## src/rtl/ttm_pkg.sv

```systemverilog
package ttm_pkg;
  localparam int CNT_W  = 8;
  localparam int ADDR_W = 3;

  typedef enum logic [ADDR_W-1:0] {
    SEL_CTRL   = 3'd0,
    SEL_MASK   = 3'd1,
    SEL_LIMIT  = 3'd2,
    SEL_TIMER  = 3'd3,
    SEL_STATUS = 3'd4
  } reg_sel_e;

  localparam logic [1:0] PIN_THROTTLE = 2'b11;

  typedef struct packed {
    logic [3:0] unused;
    logic       boost_en;
    logic       tmr_en;
    logic [1:0] pin_mode;
  } ctrl_t;
endpackage

```

## src/rtl/ttm_sync.sv

```systemverilog
module ttm_sync #(
  parameter int STAGES = 2
) (
  input  logic clk_i,
  input  logic rst_ni,
  input  logic async_i,
  output logic sync_o
);
  logic [STAGES-1:0] chain_q;

  always_ff @(posedge clk_i or negedge rst_ni) begin
    if (!rst_ni) chain_q <= '1;
    else         chain_q <= {chain_q[STAGES-2:0], async_i};
  end

  assign sync_o = chain_q[STAGES-1];
endmodule

```

## src/rtl/ttm_prescale.sv

```systemverilog
module ttm_prescale #(
  parameter int TICK_CYCLES = 1138000
) (
  input  logic clk_i,
  input  logic rst_ni,
  input  logic run_i,
  output logic tick_o
);
  localparam int PW = (TICK_CYCLES > 1) ? $clog2(TICK_CYCLES) : 1;
  localparam logic [PW-1:0] LAST = PW'(TICK_CYCLES - 1);

  logic [PW-1:0] cnt_q;

  always_ff @(posedge clk_i or negedge rst_ni) begin
    if (!rst_ni)    cnt_q <= '0;
    else if (run_i) cnt_q <= (cnt_q == LAST) ? '0 : cnt_q + 1'b1;
  end

  assign tick_o = run_i && (cnt_q == LAST);

  a_r3_prescale_hold: assert property (@(posedge clk_i) disable iff (!rst_ni)
    !run_i |=> $stable(cnt_q));
endmodule

```

## src/rtl/ttm_accum.sv

```systemverilog
module ttm_accum #(
  parameter int W = 8
) (
  input  logic         clk_i,
  input  logic         rst_ni,
  input  logic         tick_i,
  input  logic         clr_i,
  output logic [W-1:0] count_o
);
  localparam logic [W-1:0] MAXV = '1;

  logic [W-1:0] cnt_q;

  always_ff @(posedge clk_i or negedge rst_ni) begin
    if (!rst_ni)                     cnt_q <= '0;
    else if (clr_i)                  cnt_q <= tick_i ? W'(1) : '0;
    else if (tick_i && cnt_q != MAXV) cnt_q <= cnt_q + 1'b1;
  end

  assign count_o = cnt_q;

  a_r4_saturate: assert property (@(posedge clk_i) disable iff (!rst_ni)
    (cnt_q == MAXV && !clr_i) |=> cnt_q == MAXV);
  a_r5_clear_keeps_tick: assert property (@(posedge clk_i) disable iff (!rst_ni)
    (clr_i && tick_i) |=> cnt_q == W'(1));
  a_r5_clear: assert property (@(posedge clk_i) disable iff (!rst_ni)
    (clr_i && !tick_i) |=> cnt_q == '0);
endmodule

```

## src/rtl/thermal_timer_mon.sv

```systemverilog
module thermal_timer_mon
  import ttm_pkg::*;
#(
  parameter int TICK_CYCLES = 1138000,
  parameter int SYNC_STAGES = 2
) (
  input  logic             clk_i,
  input  logic             rst_ni,
  input  logic             therm_ni,
  input  logic             fan_running_i,
  input  logic [ADDR_W-1:0] reg_addr_i,
  input  logic             reg_we_i,
  input  logic             reg_re_i,
  input  logic [7:0]       reg_wdata_i,
  output logic [7:0]       reg_rdata_o,
  output logic             fan_boost_o,
  output logic             alert_o
);
  ctrl_t            ctrl_q;
  logic             mask_q;
  logic [CNT_W-1:0] limit_q;
  logic [CNT_W-1:0] count;
  logic             pin_sync_n;
  logic             active, active_q, act_rise;
  logic             tick, tmr_clr, st_clr;
  logic             exceed, exceed_q, alert_evt;
  logic             boost_q, alert_q;

  ttm_sync #(.STAGES(SYNC_STAGES)) u_sync (
    .clk_i(clk_i), .rst_ni(rst_ni), .async_i(therm_ni), .sync_o(pin_sync_n));

  assign active = !pin_sync_n && (ctrl_q.pin_mode == PIN_THROTTLE) && ctrl_q.tmr_en;

  ttm_prescale #(.TICK_CYCLES(TICK_CYCLES)) u_pre (
    .clk_i(clk_i), .rst_ni(rst_ni), .run_i(active), .tick_o(tick));

  assign tmr_clr = reg_re_i && (reg_addr_i == SEL_TIMER);
  assign st_clr  = reg_re_i && (reg_addr_i == SEL_STATUS);

  ttm_accum #(.W(CNT_W)) u_acc (
    .clk_i(clk_i), .rst_ni(rst_ni), .tick_i(tick), .clr_i(tmr_clr), .count_o(count));

  // configuration registers
  always_ff @(posedge clk_i or negedge rst_ni) begin
    if (!rst_ni) begin
      ctrl_q  <= '0;
      mask_q  <= 1'b0;
      limit_q <= '0;
    end else if (reg_we_i) begin
      case (reg_addr_i)
        SEL_CTRL:  ctrl_q  <= ctrl_t'({4'b0, reg_wdata_i[3:0]});
        SEL_MASK:  mask_q  <= reg_wdata_i[0];
        SEL_LIMIT: limit_q <= reg_wdata_i;
        default: ;
      endcase
    end
  end

  assign act_rise  = active && !active_q;
  assign exceed    = (limit_q != '0) && (count > limit_q);
  assign alert_evt = ((limit_q == '0) && act_rise) || (exceed && !exceed_q);

  always_ff @(posedge clk_i or negedge rst_ni) begin
    if (!rst_ni) begin
      active_q <= 1'b0;
      exceed_q <= 1'b0;
      boost_q  <= 1'b0;
      alert_q  <= 1'b0;
    end else begin
      active_q <= active;
      exceed_q <= exceed;
      if (!active || !ctrl_q.boost_en)  boost_q <= 1'b0;
      else if (act_rise && fan_running_i) boost_q <= 1'b1;
      if (alert_evt && !mask_q) alert_q <= 1'b1;
      else if (st_clr)          alert_q <= 1'b0;
    end
  end

  always_comb begin
    case (reg_addr_i)
      SEL_CTRL:   reg_rdata_o = ctrl_q;
      SEL_MASK:   reg_rdata_o = {7'b0, mask_q};
      SEL_LIMIT:  reg_rdata_o = limit_q;
      SEL_TIMER:  reg_rdata_o = count;
      SEL_STATUS: reg_rdata_o = {7'b0, alert_q};
      default:    reg_rdata_o = '0;
    endcase
  end

  assign fan_boost_o = boost_q;
  assign alert_o     = alert_q;

  a_r10_boost_drops: assert property (@(posedge clk_i) disable iff (!rst_ni)
    !active |=> !fan_boost_o);
  a_r11_boost_needs_fan: assert property (@(posedge clk_i) disable iff (!rst_ni)
    $rose(fan_boost_o) |-> $past(fan_running_i));
  a_r8_mask_blocks: assert property (@(posedge clk_i) disable iff (!rst_ni)
    (mask_q && !alert_o) |=> !alert_o);
  a_r2_idle_no_count: assert property (@(posedge clk_i) disable iff (!rst_ni)
    (!active && !tmr_clr) |=> $stable(count));
  a_r9_alert_latched: assert property (@(posedge clk_i) disable iff (!rst_ni)
    (alert_o && !st_clr) |=> alert_o);
endmodule

```

## config.mk

```make
export PLATFORM = sky130hd
export DESIGN_NAME = thermal_timer_mon
export DESIGN_NICKNAME = d
export VERILOG_FILES = /design/src/rtl/ttm_pkg.sv /design/src/rtl/ttm_sync.sv /design/src/rtl/ttm_prescale.sv /design/src/rtl/ttm_accum.sv /design/src/rtl/thermal_timer_mon.sv
export SDC_FILE = /design/constraint.sdc
export NUM_CORES = 1
export LEC_CHECK = 0
export BUFFER_PORTS_ARGS = -buffer_cell sky130_fd_sc_hd__buf_2
export CAP_MARGIN = 25
export CORE_ASPECT_RATIO = 1.75
export CORE_MARGIN = 2
export CORE_UTILIZATION = 30
export CTS_BUF_LIST = sky130_fd_sc_hd__clkbuf_4 sky130_fd_sc_hd__clkbuf_8
export CTS_CLUSTER_DIAMETER = 80
export DETAILED_ROUTE_END_ITERATION = 10
export GPL_ROUTABILITY_DRIVEN = 1
export PLACE_DENSITY = 0.57
export SYNTH_ARGS = -nofsm -noshare
export SYNTH_HDL_FRONTEND = slang
export SYNTH_SLANG_ARGS = --single-unit
export TNS_END_PERCENT = 50
```

## constraint.sdc

```tcl
create_clock -name clk_i -period 1.91 [get_ports clk_i]
set_clock_uncertainty 0.1 [all_clocks]
set_input_delay 0.2865 -clock clk_i [delete_from_list [all_inputs] [get_ports clk_i]]
set_output_delay 0.2865 -clock clk_i [all_outputs]
set_load 0.01 [all_outputs]
```

==> impl_metrics.ini <==
[timing]
slew_headroom_pct = 66.4
rsz0062_at_grt = true
timing.final.ws_setup_ns = -0.0719
finalSetupViolCount = 6
period_minus_slack_ns = 1.98
drv_slew = 0
tightest_slew_ns = 0.502
hold_viol = 0
fin_crit_sh_pct = 104
fmaxAchievable_mhz = 505

[global_route]
grt_usage_pct = 15.6
grt_pass1_vias = 2475
grt_overflow = 0
grt_max_degree = 23
grt_pass1_wl_um = 11400
antenna_found_initial = 0

[outcome]
status = finished, violations left
violations = setup timing

[synthesis]
ys_warn_count = 0
synth_area_per_cell_um2 = 9.78
ys_ff_latch = 48
syn_nets = 299
ys.flop_type = dfrtp_1
synth_edf_count = 0
synth_cell_type_count = 46
synthTopCellsByArea = dfrtp_1, ha_1, nand2_1, o21ai_0, xnor2_1
seq_area_frac_synth_pct = 45.2
synth_top_area_share_pct = 43.3
synthesis.instances = 272
yosys.area.top_type = dfrtp_1
syn_area_um2 = 2660
synthArstFlopShare_pct = 100

[finish]
layout_commonest_cell = buf_4
synthToLayoutAreaGrowth_pct = 36.1
postLayoutCoreUtil_pct = 41.8
final_area_um2 = 3620
drive_gt1_share_pct = 36.7
fin_nets = 386
fin_cells = 477
diodes = 0
fillers = 907
layout_common_cells = buf_4, dfrtp_1, nand2_1, buf_2, nor2_1

[cts]
cts.htree.levels = 2
root_buffer = clkbuf_8
clockBufferDepth = 2
numClockSinks = 48
tritoncts = done
clock_latency_ns = 0.31
path_clk_slew_ns = 0.09
cts_buffers = 5

[routing]
drt_wl_total_um = 7120
antenna_left = 0
routedWlPerCell_um = 14.9
first_iter_violations = 78
route.detailed.drc = 0
firstDrtPassIters = 4
vias = 2387
viasPerCell = 5.00

[power]
sequentialPowerShare_pct = 50.0
clock_power_share_pct = 27.4
switching_share_pct = 29.0
peakVddDrop_mv = 0.258
power_frac_comb_pct = 22.6
power_density_nw_per_um2 = 670
total_leakage_power_nw = 1.64
power.net_switching_mw = 0.704
total_power_mw = 2.43
internal-power_mw = 1.72

[setup_path]
r2r_slack_ns = -0.07
worstPathRequired_ns = 2.05
r2r-end = u_acc.count_o[5]
regToRegStartpoint = u_pre.cnt_q[9]
arrival_ns = 2.12
startpoint_type = flip-flop
reg2reg_depth = 6
critPathKind = flip-flop to flip-flop
end_kind = flip-flop
critPathMaxFanout = 8

[floorplan]
rows = 45
core_um2 = 8670
die_w_um = 75.2
die_h_um = 129
start_util_pct = 30.7
num_io_pins = 27
die_area_um2 = 9670

[min_path]
holdPathEnd = limit_q[6]
hold_path_class = input port to flip-flop
min_from = reg_wdata_i[6]
hold_depth = 3

[placed_design]
pre_cts_slack_ns = -0.0769
dpl.cell_count = 461
gp_congestion = 0.789
hpwl_um = 5590
placed_cell_area_um2 = 3360
portBuffers = 26

[job]
max_cap_violations = 0
worst max path at each step:
stage                            from          endpoint  slack, ns  cells past startpoint
finish                 u_pre.cnt_q[9]  u_acc.count_o[5]      -0.07                      6
CTS                    u_pre.cnt_q[9]  u_acc.count_o[5]      -0.03                      6
global placement    u_sync.chain_q[1]   u_pre.cnt_q[20]      -0.05                      5
global route           u_pre.cnt_q[9]  u_acc.count_o[5]      -0.13                      6
floorplan           u_sync.chain_q[1]   u_pre.cnt_q[20]      -0.03                      5
detailed placement  u_sync.chain_q[1]   u_pre.cnt_q[20]      -0.08                      5
critical path: stages, from the launching register on:
cell and delay, ns:
dfrtp_1 0.41, nor4bb_1 0.31, buf_4 0.17, nand4_1 0.10, buf_6 0.16, nor4_1 0.43
mux2i_1 0.24
state kept, by name (all words and copies together), names as in the netlist:
| name | count |
|---|---|
| active_q | 1 |
| alert_o | 1 |
| ctrl_q | 4 |
| exceed_q | 1 |
| fan_boost_o | 1 |
| limit_q | 8 |
| mask_q | 1 |
| u_acc.count_o | 8 |
| u_pre.cnt_q | 21 |
| u_sync.chain_q | 2 |
through the flow:
stage	hold slack (ns)	setup TNS [ns]
after floorplan	-0.109	-0.0336
after global placement	0.164	-0.136
after detailed placement	0.166	-0.320
after CTS	0.0613	-0.0928
after global routing	0.0640	-1.04
final	0.0731	-0.167
cells in the mapped netlist (2+ instances only):
| master | n |
|---|---|
| o211ai_1 | 2 |
| o31ai_1 | 5 |
| or4_1 | 4 |
| mux2_2 | 6 |
| nor2b_1 | 2 |
| dfrtp_1 | 46 |
| or3_1 | 2 |
| and4bb_2 | 2 |
| nor4_1 | 8 |
| dfstp_2 | 2 |
| nor2_1 | 21 |
| nor3b_1 | 2 |
| nor3_1 | 2 |
| a22oi_1 | 3 |
| nor4bb_1 | 3 |
| mux2i_1 | 9 |
| nand2_1 | 27 |
| nand2b_1 | 6 |
| xor2_1 | 3 |
| ha_1 | 10 |
| a21boi_0 | 3 |
| nand4_1 | 8 |
| a21oi_1 | 4 |
| nor4b_1 | 2 |
| nand4b_1 | 2 |
| and4_1 | 5 |
| o21ai_0 | 20 |
| or2_2 | 2 |
| xnor2_1 | 11 |
| inv_1 | 13 |
| clkbuf_1 | 9 |
| nand3_1 | 14 |
routing by layer:
| layer | routed length (um) | vias to the layer above | GRT usage, % | share of wire [%] |
|---|---|---|---|---|
| li1 | - | 1166 | - | - |
| met1 | 2650 | 1165 | 14.8 | 37 |
| met2 | 4110 | 38 | 30.0 | 58 |
| met3 | 149 | 18 | 3.52 | 2.1 |
| met4 | 211 | 0 | 7.22 | 3.0 |
| met5 | 0 | - | 0 | 0 |
power groups by stage:
| stage | Sequential (mW) | Clock, mW | Combinational [mW] |
|---|---|---|---|
| 2_1_floorplan | 1.22 | 0 | 0.257 |
| 3_3_place_gp | 1.23 | 0 | 0.515 |
| 3_5_place_dp | 1.23 | 0 | 0.526 |
| 4_1_cts | 1.22 | 0.696 | 0.536 |
| 5_1_grt | 1.23 | 0.735 | 0.607 |
| 6_report | 1.21 | 0.665 | 0.548 |
cell type report:
type	count	area, um^2	area share [%]
Clock inverter	1	7.51	0.207
Inverter	14	55.1	1.52
Tap cell	117	146	4.04
Clock buffer	7	90.1	2.49
Sequential cell	48	1200	33.2
Multi-Input combinational cell	200	1470	40.5
Timing Repair Buffer	90	651	18.0
kinds of logic after synthesis:
family                     Yosys count  share of synthesized area (%)
adders and majority gates           10                           4.70
xor gates and xnor gates            14                           4.61
muxes                               16                           6.77
AOI/OAI and AO/OA                   44                           10.4
DFF                                 48                           45.2
buffers and inverters               24                           3.43
and+or+nand+nor                    116                           24.8
what timing repair did:
item / CTS / global route
endpoints found under the setup margin: 10 / 22
resized for setup: 9 / 22
hold buffers: 2 / 0
buffers inserted: 3 / 3
pin swaps: 2 / 10
endpoints found under the hold margin: 17 / 0
(Power assumes the default switching activity.)
